==> src/rtl/opmode_pkg.sv <==
package opmode_pkg;
   localparam int MODE_N = 6;
   localparam int CODE_W = 2;

   typedef enum logic [2:0] {
      M_REAL   = 3'd0,
      M_PROT   = 3'd1,
      M_V86    = 3'd2,
      M_COMPAT = 3'd3,
      M_B64    = 3'd4,
      M_SMM    = 3'd5
   } mode_e;

   localparam logic [CODE_W-1:0] SZ16 = 2'd0;
   localparam logic [CODE_W-1:0] SZ32 = 2'd1;
   localparam logic [CODE_W-1:0] SZ64 = 2'd2;

   function automatic logic [CODE_W-1:0] addr_code(input int m);
      case (m)
         4:       return SZ64;
         1, 3:    return SZ32;
         default: return SZ16;
      endcase
   endfunction

   function automatic logic [CODE_W-1:0] opnd_code(input int m);
      case (m)
         1, 3, 4: return SZ32;
         default: return SZ16;
      endcase
   endfunction
endpackage

==> src/rtl/opmode_step.sv <==
module opmode_step
   import opmode_pkg::*;
(
   input  mode_e cur,
   input  mode_e saved,
   input  logic  pe,
   input  logic  pg,
   input  logic  pg_rise,
   input  logic  pae,
   input  logic  lme,
   input  logic  vm,
   input  logic  vm_rise,
   input  logic  csl,
   input  logic  smi,
   input  logic  rsm,
   output mode_e nxt,
   output logic  save_en,
   output logic  err
);
   always_comb begin
      nxt     = cur;
      save_en = 1'b0;
      err     = 1'b0;
      if (cur == M_SMM) begin
         if (rsm) nxt = saved;
         if (smi) err = 1'b1;
      end else begin
         if (rsm) err = 1'b1;
         if (smi) begin
            nxt     = M_SMM;
            save_en = 1'b1;
         end else begin
            case (cur)
               M_REAL: if (pe) nxt = M_PROT;
               M_PROT: begin
                  if (!pe)
                     nxt = M_REAL;
                  else if (vm)
                     nxt = M_V86;
                  else if (pg_rise) begin
                     if (lme && pae)
                        nxt = csl ? M_B64 : M_COMPAT;
                     else if (lme)
                        err = 1'b1;
                  end
               end
               M_V86: if (!vm) nxt = M_PROT;
               M_COMPAT, M_B64: begin
                  if (!pg)
                     nxt = M_PROT;
                  else begin
                     nxt = csl ? M_B64 : M_COMPAT;
                     if (vm_rise) err = 1'b1;
                  end
               end
               default: nxt = M_REAL;
            endcase
         end
      end
   end
endmodule

==> src/rtl/opmode_size_dec.sv <==
module opmode_size_dec
   import opmode_pkg::*;
#(
   parameter int SZ_W = 2
) (
   input  logic [MODE_N-1:0] mode_oh,
   output logic [SZ_W-1:0]   addr_sz,
   output logic [SZ_W-1:0]   opnd_sz
);
   generate
      if (SZ_W < CODE_W) begin : g_bad_width
         $error("opmode_size_dec: SZ_W must hold a size code");
      end
   endgenerate

   logic [SZ_W-1:0] a_part [MODE_N];
   logic [SZ_W-1:0] o_part [MODE_N];

   for (genvar g = 0; g < MODE_N; g++) begin : g_mode
      localparam logic [SZ_W-1:0] A_C = SZ_W'(addr_code(g));
      localparam logic [SZ_W-1:0] O_C = SZ_W'(opnd_code(g));
      assign a_part[g] = mode_oh[g] ? A_C : '0;
      assign o_part[g] = mode_oh[g] ? O_C : '0;
   end

   always_comb begin
      addr_sz = '0;
      opnd_sz = '0;
      for (int i = 0; i < MODE_N; i++) begin
         addr_sz = addr_sz | a_part[i];
         opnd_sz = opnd_sz | o_part[i];
      end
   end
endmodule

==> src/rtl/opmode_ctrl.sv <==
module opmode_ctrl
   import opmode_pkg::*;
#(
   parameter int SZ_W = 2
) (
   input  logic            clk,
   input  logic            rst,
   input  logic            prot_en,
   input  logic            page_en,
   input  logic            addr_ext_en,
   input  logic            long_en,
   input  logic            virt_flag,
   input  logic            cs_long,
   input  logic            mgmt_int,
   input  logic            mgmt_resume,
   output logic [5:0]      mode_onehot,
   output logic            long_active,
   output logic [SZ_W-1:0] addr_size,
   output logic [SZ_W-1:0] opnd_size,
   output logic            req_ignored
);
   localparam int IDX_REAL = int'(M_REAL);
   localparam int IDX_PROT = int'(M_PROT);
   localparam int IDX_V86  = int'(M_V86);
   localparam int IDX_CMP  = int'(M_COMPAT);
   localparam int IDX_B64  = int'(M_B64);
   localparam int IDX_SMM  = int'(M_SMM);

   generate
      if (MODE_N != 6) begin : g_bad_modes
         $error("opmode_ctrl: mode vector width mismatch");
      end
   endgenerate

   mode_e mode_q, saved_q, nxt;
   logic  pg_q, vm_q, err_q, save_en, err_n;

   opmode_step i_step (
      .cur     (mode_q),
      .saved   (saved_q),
      .pe      (prot_en),
      .pg      (page_en),
      .pg_rise (page_en & ~pg_q),
      .pae     (addr_ext_en),
      .lme     (long_en),
      .vm      (virt_flag),
      .vm_rise (virt_flag & ~vm_q),
      .csl     (cs_long),
      .smi     (mgmt_int),
      .rsm     (mgmt_resume),
      .nxt     (nxt),
      .save_en (save_en),
      .err     (err_n)
   );

   always_ff @(posedge clk) begin
      if (rst) begin
         mode_q  <= M_REAL;
         saved_q <= M_REAL;
         pg_q    <= 1'b0;
         vm_q    <= 1'b0;
         err_q   <= 1'b0;
      end else begin
         mode_q <= nxt;
         if (save_en) saved_q <= mode_q;
         pg_q   <= page_en;
         vm_q   <= virt_flag;
         err_q  <= err_n;
      end
   end

   for (genvar g = 0; g < MODE_N; g++) begin : g_oh
      assign mode_onehot[g] = (mode_q == mode_e'(g));
   end

   assign long_active = mode_onehot[IDX_CMP] | mode_onehot[IDX_B64];
   assign req_ignored = err_q;

   opmode_size_dec #(.SZ_W(SZ_W)) i_size (
      .mode_oh (mode_onehot),
      .addr_sz (addr_size),
      .opnd_sz (opnd_size)
   );


   reset_real_chk: assert property (@(posedge clk) disable iff (rst)
      $past(rst) |-> (mode_onehot == 6'b000001 && !req_ignored));

   onehot_mode_chk: assert property (@(posedge clk) disable iff (rst)
      $countones(mode_onehot) == 1);

   long_entry_chk: assert property (@(posedge clk) disable iff (rst)
      (!long_active && !mode_onehot[IDX_SMM]) |=>
      (!long_active || $past(mode_onehot[IDX_PROT] && page_en && long_en && addr_ext_en)));

   long_no_legacy_chk: assert property (@(posedge clk) disable iff (rst)
      long_active |=> !(mode_onehot[IDX_REAL] || mode_onehot[IDX_V86]));

   smm_enter_chk: assert property (@(posedge clk) disable iff (rst)
      (mgmt_int && !mode_onehot[IDX_SMM]) |=> mode_onehot[IDX_SMM]);

   stray_resume_chk: assert property (@(posedge clk) disable iff (rst)
      (mgmt_resume && !mode_onehot[IDX_SMM]) |=> req_ignored);

   smi_in_smm_chk: assert property (@(posedge clk) disable iff (rst)
      (mgmt_int && !mgmt_resume && mode_onehot[IDX_SMM]) |=>
      (mode_onehot[IDX_SMM] && req_ignored));

   size_b64_chk: assert property (@(posedge clk) disable iff (rst)
      mode_onehot[IDX_B64] |-> (addr_size == SZ_W'(2) && opnd_size == SZ_W'(1)));
endmodule

==> config.mk <==
export PLATFORM = sky130hd
export DESIGN_NAME = opmode_ctrl
export DESIGN_NICKNAME = d
export VERILOG_FILES = /design/src/rtl/opmode_pkg.sv /design/src/rtl/opmode_step.sv /design/src/rtl/opmode_size_dec.sv /design/src/rtl/opmode_ctrl.sv
export SDC_FILE = /design/constraint.sdc
export NUM_CORES = 1
export LEC_CHECK = 0
export ABC_AREA = 1
export BUFFER_PORTS_ARGS = -buffer_cell sky130_fd_sc_hd__buf_4
export CAP_MARGIN = 20
export CORE_MARGIN = 4
export CORE_UTILIZATION = 43
export CTS_CLUSTER_SIZE = 16
export DETAILED_ROUTE_END_ITERATION = 12
export PLACE_DENSITY = 0.73
export SLEW_MARGIN = 20
export SYNTH_ARGS = -nofsm -noshare
export SYNTH_HDL_FRONTEND = slang
export SYNTH_SLANG_ARGS = --single-unit
==> constraint.sdc <==
create_clock -name clk -period 1.2 [get_ports clk]
set_input_delay 0.24 -clock clk [delete_from_list [all_inputs] [get_ports clk]]
set_output_delay 0.24 -clock clk [all_outputs]
set_load 0.05 [all_outputs]
# After elaboration in Yosys (flattened, before gate mapping)
# Index checks and enable logic that the tools add are counted.
# word_totals
word_cells	56
in_bits	10
reg_bits	9
# classes
n_eq_ne	10
bitwise_logic	8
muxes	29
reduce_logical	4
# op_table
cell	n
$mux W3	11
$mux W1	15
$ne A6 B6 Y1 const B	2
$pmux W3 S4	1
$ne A4 B3 Y1 const B	2
$eq A3 B2 Y1 const B	2
$eq A3 B3 Y1 const B	2
$reduce_and A5 Y1	1
$or A2 B1 Y2	2
$eq A3 B1 Y1 const B	1
$logic_not A3 Y1	1
$and A1 B1 Y1	2
$mux W2	1
$ne A2 B2 Y1 const B	1
$not A1 Y1	2
$or A2 B2 Y2	1
$pmux W1 S2	1
$reduce_or A2 Y1	1
$logic_and A1 B1 Y1	1
$or A1 B1 Y1	1

# Logic depth before layout (Yosys ltp)
# Gate-level depths: netlist of run 1.
# logic_depth
ltp_word	9
mapped_depth	10
depth_no_buf	10

# Hierarchy
# A second synthesis of run 1 with hierarchy kept.
# unflattened
hier_cells	122
area_unflattened_um2	683.2
# modules_own_cells
module	instances	area_each_um2	cells_each	seq_area_each_um2
opmode_ctrl	1	341.6	48	180.2
opmode_step	1	305.3	67	0.0
opmode_size_dec	1	36.3	7	0.0

# Worst setup path after synthesis of run 1
# Ideal clock, no wire load.
# synth_path
kind	reg2out
from	reg mode_q[0]
to	out mode_onehot[0]
setup_slack_ps	-280
arrival_time_ps	1240
t_required_ps	960
path_stages_with_launch	4
cell_sequence	dfxtp_1 nor2_2 inv_1 nor2_1
# synth_between
elab_chain_len	1
# synth_lines
item	line_no	rtl
start, declared	opmode_ctrl.sv:35	mode_e mode_q, saved_q, nxt;
start signal, assigned	opmode_ctrl.sv:64	mode_q <= nxt;
$logic_not A3 Y1	opmode_ctrl.sv:73	assign mode_onehot[g] = (mode_q == mode_e'(g));
end, declared	opmode_ctrl.sv:16	output logic [5:0] mode_onehot,
# Every way passes these cells.

# Worst setup path after layout of run 1
# layout_path
from	reg mode_q[1]
to	reg mode_q[2]
# layout_between
elab_chain_len	5
# layout_lines
item	line_no	rtl
$eq A3 B2 Y1 / $eq A3 B3 Y1 (equally long branches)	opmode_step.sv:33	case (cur)
$reduce_or A2 Y1	opmode_step.sv:33	
$pmux W3 S4	opmode_step.sv:33	
$mux W3	opmode_step.sv:29	if (smi) begin
$mux W3	opmode_step.sv:24	if (cur == M_SMM) begin
# Parallel ways exist; a longest one is shown, timed or not.
# A chain may end at the register's enable or synchronous reset.

==> metrics.cfg, run 1 <==
[run_status]
outcome = finished, violations left
violations = setup timing

[worst_setup_path]
max_stage_delay_ns = 0.43
path_depth = 10
worstSetupStartpoint = mode_q[1]$_SDFFE_PP0P_
endpoint_kind = flop
cp.arrival_ns = 1.64
path_buf_inv = 4
cp_max_fo = 5
rr_startpoint = mode_q[1]$_SDFFE_PP0P_
cp-start-kind = flop
cp_slowest_cell = dfxtp_4
required_ns = 1.37
path_delay_family = simple AND/OR/NAND/NOR gates
crit_path_cell_trace = buf_12 -> nor2_4 -> buf_4 -> buf_4 -> nand3_2 -> nand2_1 -> nor2_1 -> nand3_1 -> nand2_1 -> inv_1
path_class = reg2reg
rr_worst_depth = 10

[placed_design]
place_congestion = 0.803
hpwlAfterDp_um = 1310
place_area_um2 = 877
numPortBuffers = 20
dp_cells = 146

[clock_network]
numCtsBuffers = 3
cts_tree = built
root_buffer = clkbuf_4
cts_max_level = 1
post_cts_hold_buffer_count = 0
cts.sinks = 9
clkLatencyLatePin_ns = 0.27
cts_buffer_depth = 2
path_clk_slew_ns = 0.07

[floorplan]
die_x_um = 46.4
die_y_um = 46.4
dieArea_um2 = 2150
fp-row-count = 13
pin_count = 22
fp.coreArea_um2 = 1350
start_util = 0.469

[layout]
fin_nets = 157
drive_above_1_share = 0.541
design_area_um2 = 1140
fin_cells = 161
n_antenna_cell = 0
fillers = 71
area_growth_pct = 80.8

[yosys]
synth_ff_type = dfxtp_1
synth_cell_type_count = 21
netlist_top_cells_count = 25 x nand2_1, 17 x nor2_1, 15 x inv_1
ys_ff_latch = 9
synth_area_leader_cell = dfxtp_1
yosysWarnings = 0
async_reset_ff_frac = 0
syn-num-nets = 114
yosysSeqAreaShare = 0.285
yosysMostFrequentCell = nand2_1
synth.area.top_cells = dfxtp_1 28%, nand2_1 15%, nor2_1 10%
synth_edf_count = 0
synth_top_area_frac = 0.285
syn_area_um2 = 633
synth.avg_cell_area_um2 = 6.09
synth_cells = 104

[worst_hold_path]
worstHoldStart = rst
holdCritPathClass = in2reg
hold_path_depth = 2

[sta]
fin_crit_sh = 1.22
finClkSkew_ns = 0.0109
setup_viol = 14
fmax_mhz = 682
fin_crit_ns = 1.47
grt_setup_unrepaired = true
slew_viol_final = 0
layout_setup_ws_ns = -0.266
hold_viol = 0

[route]
wl_met1_um = 931
ant_nets = 0
drt_pass1_iterations = 4
vias_per_cell = 4.98
wl_met3_um = 101
vias = 802
drt-initial-drc-count = 20
wl_met2_um = 1150
top_layer_used = met4
drc = 0
wl_per_cell_um = 13.7
routed_wl_um = 2210

[power]
power_leakage_nw = 0.583
ir_drop_uv = 819
power_density_nw_per_um2 = 1550
power_mw = 1.77

[global_route]
gr-total-overflow = 0
antenna_found_initial = 0
grt_max_degree = 7
grt_pass1_wl_um = 3220
grt_pass1_vias = 773
track_usage = 0.216

[flow_run]
maxCapViolCount = 0

==> cell type report <==
| type | count | area [µm²] | share of cell area |
|---|---|---|---|
| multi-input cells | 74 | 445 | 0.389 |
| repair buffers | 40 | 377 | 0.329 |
| flip-flops and latches | 9 | 191 | 0.167 |
| well taps | 15 | 18.8 | 0.0164 |
| inverters | 19 | 86.3 | 0.0754 |
| clock buffers | 4 | 26.3 | 0.0230 |
==> logic make-up (layout without fill, tap and decap cells) <==
group / Yosys count / after routing / share of synthesized area
and+or+nand+nor: 61 / 61 / 0.460
DFF: 9 / 9 / 0.285
buffers and inverters: 21 / 63 / 0.136
AOI/OAI and AO/OA: 12 / 12 / 0.113
other: 1 / 1 / 0.00592
==> cell usage in the layout (no fill, tap or decap), drive strengths merged <==
cell      instances
buf              40
nand2            30
nor2             19
inv              17
dfxtp             9
nand3             8
a21oi             6
o21ai             6
clkbuf            4
nor3              2
clkinvlp          1
clkinv            1
or2               1
nand4             1
conb              1
==> sequential cells by signal (all words and copies together), names as in the netlist <==
register	flops
mode_q	3
saved_q	3
pg_q	1
req_ignored	1
vm_q	1
==> what timing repair did <==
| item | CTS | global route |
|---|---|---|
| resized for setup | 27 | 15 |
| pin swaps | 10 | 13 |
| endpoints found under the hold margin | 0 | 0 |
| endpoints found under the setup margin | 13 | 14 |
| buffers inserted | 8 | 3 |
==> report_power, final <==
part,switching (mW),leakage [nW],internal (mW),total [mW]
clock network,0.110,0.0150,0.128,0.238
logic,0.649,0.492,0.476,1.13
registers,0.0644,0.0764,0.341,0.406
==> path summary, 6_finish.rpt <==
check / to / slack [ns]
hold reg to reg: saved_q[0]$_SDFFE_PP0P_ / 0.46
setup / recovery: mode_q[2]$_SDFFE_PP0P_ / -0.27
setup reg to reg: mode_q[2]$_SDFFE_PP0P_ / -0.27
hold / removal: pg_q$_SDFF_PP0_ / 0.18
==> routing by layer <==
metal  vias to the layer above  GRT usage
li1                        402          -
met1                       375      0.251
met2                        21      0.357
met3                         4     0.0859
met4                         0     0.0682
met5                         -          0
==> metrics by stage <==
stage               setup TNS (ns)  hold WS (ns)  utilization  setup WS (ns)
floorplan                   -0.651         0.309            -         -0.180
global placement            -0.115         0.443        0.650        -0.0495
detailed placement          -0.115         0.444        0.650        -0.0607
CTS                          -1.81         0.166        0.789         -0.178
global route                 -3.14         0.164        0.848         -0.366
finish                       -2.28         0.179        0.848         -0.266
Note: power is estimated with default switching activity, not from simulation.
==> inputs of run 2 (changes only) <==
--- a/config.mk
+++ b/config.mk
@@ -5,14 +5,13 @@
 export SDC_FILE = /design/constraint.sdc
 export NUM_CORES = 1
 export LEC_CHECK = 0
-export ABC_AREA = 1
 export BUFFER_PORTS_ARGS = -buffer_cell sky130_fd_sc_hd__buf_4
 export CAP_MARGIN = 20
 export CORE_MARGIN = 4
-export CORE_UTILIZATION = 43
+export CORE_UTILIZATION = 50
 export CTS_CLUSTER_SIZE = 16
 export DETAILED_ROUTE_END_ITERATION = 12
-export PLACE_DENSITY = 0.73
+export PLACE_DENSITY = 0.79
 export SLEW_MARGIN = 20
 export SYNTH_ARGS = -nofsm -noshare
 export SYNTH_HDL_FRONTEND = slang
==> constraint.sdc (replaced) <==
create_clock -name clk -period 1.7 [get_ports clk]
set_input_delay 0.34 -clock clk [delete_from_list [all_inputs] [get_ports clk]]
set_output_delay 0.34 -clock clk [all_outputs]
set_load 0.05 [all_outputs]
==> run 2 against run 1 <==
Sequential share of layout area grew 4.0 points; die area shrank 5.4%; the flow now finishes without violations; combinational power shrank 67%; critical endpoint is now long_active.
==> metrics.cfg, run 2 <==
[placed_design]
pre_cts_ws_ns = 0.170  ; was -0.0607 ns
place_congestion = 0.833  ; was 0.803
dp_cells = 118  ; was 146
place_area_um2 = 855  ; was 877 µm²
numPortBuffers = 20  ; unchanged
hpwlAfterDp_um = 1330  ; was 1310 µm

[yosys]
netlist_top_cells_count = 9 x dfxtp_1, 7 x nand2_1, 6 x inv_1, 6 x nor3_1, 6 x o21ai_0  ; was 25 x nand2_1, 17 x nor2_1, 15 x inv_1
syn-num-nets = 97  ; was 114
synth_ff_type = dfxtp_1  ; unchanged
synth.area.top_cells = dfxtp_1 26%, buf_4 5.5%, nor3_1 4.4%  ; was dfxtp_1 28%, nand2_1 15%, nor2_1 10%
synth_cell_type_count = 37  ; was 21
yosysWarnings = 0  ; unchanged
synth_cells = 87  ; was 104
synth_area_leader_cell = dfxtp_1  ; unchanged
yosysMostFrequentCell = dfxtp_1  ; was nand2_1
syn_area_um2 = 688  ; was 633 µm²
synth_top_area_frac = 0.262  ; was 0.285
synth.avg_cell_area_um2 = 7.91  ; was 6.09 µm²
ys_ff_latch = 9  ; unchanged
async_reset_ff_frac = 0  ; unchanged
yosysSeqAreaShare = 0.262  ; was 0.285
synth_edf_count = 0  ; unchanged

[worst_setup_path]
path_class = reg2out  ; was reg2reg
r2r_end = mode_q[1]$_SDFFE_PP0P_  ; was mode_q[2]$_SDFFE_PP0P_
cp_max_fo = 9  ; was 5
rr_startpoint = mode_q[0]$_SDFFE_PP0P_  ; was mode_q[1]$_SDFFE_PP0P_
ff2ff_setup_slack_ns = 0.25  ; was -0.27 ns
cp-start-kind = flop  ; unchanged
required_ns = 1.36  ; was 1.37 ns
cp.arrival_ns = 1.28  ; was 1.64 ns
rr_worst_depth = 5  ; was 10
endpoint_kind = output pin  ; was flop

[sta]
fin_crit_sh = 0.953
layout_setup_ws_ns = 0.0793  ; was -0.266 ns
fmax_mhz = 617
hold_viol = 0  ; unchanged
setup_viol = 0  ; was 14
finClkSkew_ns = 0.00304  ; was 0.0109 ns
fin_crit_ns = 1.62
grt_setup_unrepaired = false  ; was true
hold_ws_ns = 0.309  ; was 0.179 ns
slew_viol_final = 0  ; unchanged

[worst_hold_path]
hold_path_depth = 2  ; unchanged
holdCritPathClass = in2reg  ; unchanged
min_to = pg_q$_SDFF_PP0_  ; unchanged
worstHoldStart = rst  ; unchanged

[flow_run]
maxCapViolCount = 0  ; unchanged

[power]
power_density_nw_per_um2 = 900  ; was 1550 nW/µm²
ir_drop_uv = 609  ; was 819 µV
power_leakage_nw = 0.374  ; was 0.583 nW
power_mw = 0.799  ; was 1.77 mW

[route]
ant_nets = 0  ; unchanged
vias = 707  ; was 802
wl_per_cell_um = 13.9  ; was 13.7 µm
routed_wl_um = 1690  ; was 2210 µm
top_layer_used = met4  ; unchanged
wl_met3_um = 106  ; was 101 µm
wl_met2_um = 843  ; was 1150 µm
drt-initial-drc-count = 10  ; was 20
vias_per_cell = 5.80  ; was 4.98
drt_pass1_iterations = 6  ; was 4
drc = 0  ; unchanged
wl_met1_um = 726  ; was 931 µm

[global_route]
track_usage = 0.185  ; was 0.216
grt_pass1_wl_um = 2790  ; was 3220 µm
grt_max_degree = 15  ; was 7
gr-total-overflow = 0  ; unchanged
grt_pass1_vias = 640  ; was 773
antenna_found_initial = 0  ; unchanged

[layout]
area_growth_pct = 28.9  ; was 80.8%
design_area_um2 = 887  ; was 1140 µm²
drive_above_1_share = 0.383  ; was 0.541
n_antenna_cell = 0  ; unchanged
fin_nets = 118  ; was 157
top_regs = mode_q: 3 flops, saved_q: 3 flops  ; unchanged
fillers = 118  ; was 71
fin_cells = 122  ; was 161
final_common_cell = buf_4  ; unchanged
layout_common_cells = 23 x buf_4, 7 x nand2_1, 6 x inv_1, 6 x dfxtp_1  ; was 26 x buf_4, 20 x nand2_1, 12 x inv_1

[clock_network]
path_clk_slew_ns = 0.06  ; was 0.07 ns
numCtsBuffers = 3  ; unchanged
cts.sinks = 9  ; unchanged
clkLatencyLatePin_ns = 0.26  ; was 0.27 ns
cts_max_level = 1  ; unchanged
cts_buffer_depth = 2  ; unchanged
root_buffer = clkbuf_4  ; unchanged
cts_tree = built  ; unchanged
post_cts_hold_buffer_count = 0  ; unchanged

[floorplan]
fp.coreArea_um2 = 1300  ; was 1350 µm²
die_x_um = 45.1  ; was 46.4 µm
fp-row-count = 13  ; unchanged
pin_count = 22  ; unchanged
dieArea_um2 = 2030  ; was 2150 µm²
die_y_um = 45.1  ; was 46.4 µm
start_util = 0.529  ; was 0.469

[run_status]
outcome = completed  ; was finished, violations left

[run 2: cell types whose count changed in the layout (fill, tap and decap cells not counted), sizes merged, moves of 5 or more]
cell	change
nand2	-23
buf	-17
nand3	-8
inv	-11
nand2b	+5
nor2	-15
[run 2: area by class of cell]
type	count	area [µm²]	share of cell area
inverter	6	22.5	0.0254
sequential	9	184	0.207
tap	15	18.8	0.0212
multi-input combinational	65	463	0.522
timing repair buffer	23	173	0.195
clock buffer	4	26.3	0.0296
[run 2: worst max-delay path: stages (launching register included)]
cell and delay (ns):
dfxtp_2 0.38, nand2b_2 0.27, o22ai_2 0.16, buf_4 0.21
[run 2: how the worst max path moves through the flow]
stage	from	to	cells past startpoint
floorplan	mode_q[0]$_SDFFE_PP0P_	mode_q[1]$_SDFFE_PP0P_	4
global placement	mode_q[1]$_SDFFE_PP0P_	req_ignored$_SDFF_PP0_	4
detailed placement	mode_q[1]$_SDFFE_PP0P_	req_ignored$_SDFF_PP0_	4
CTS	mode_q[0]$_SDFFE_PP0P_	mode_onehot[1]	2
global route	mode_q[1]$_SDFFE_PP0P_	opnd_size[0]	3
finish	mode_q[2]$_SDFFE_PP0P_	long_active	3
[run 2: cell families (layout without fill, tap and decap cells)]
group / after synthesis / after routing / synth area share
AND/OR/NAND/NOR: 37 / 37 / 0.342
AO/OA/AOI/OAI: 27 / 27 / 0.291
buffers and inverters: 13 / 33 / 0.100
flip-flops: 9 / 9 / 0.262
other: 1 / 1 / 0.00545
[run 2: routing by layer]
layer | vias to the layer above | global-route usage
met5 | - | 0
met3 | 2 | 0.0637
met1 | 329 | 0.233
met2 | 17 | 0.294
li1 | 359 | -
met4 | 0 | 0.0585
[run 2: repair_timing]
item / in CTS / in global routing
endpoints found under the setup margin: 6 / 6
gates resized for setup: 2 / 2
buffers inserted: 0 / 0
[run 2: per-stage QoR]
stage,setup TNS [ns],utilization
finish,0,0.682
global route,0,0.682
CTS,0,0.679
detailed placement,0,0.657
global placement,0,0.657
floorplan,-0.481,-
[run 2: report_power, final]
part           internal, mW  switching, mW
clock network        0.0900         0.0684
logic                 0.136          0.240
registers             0.232         0.0315
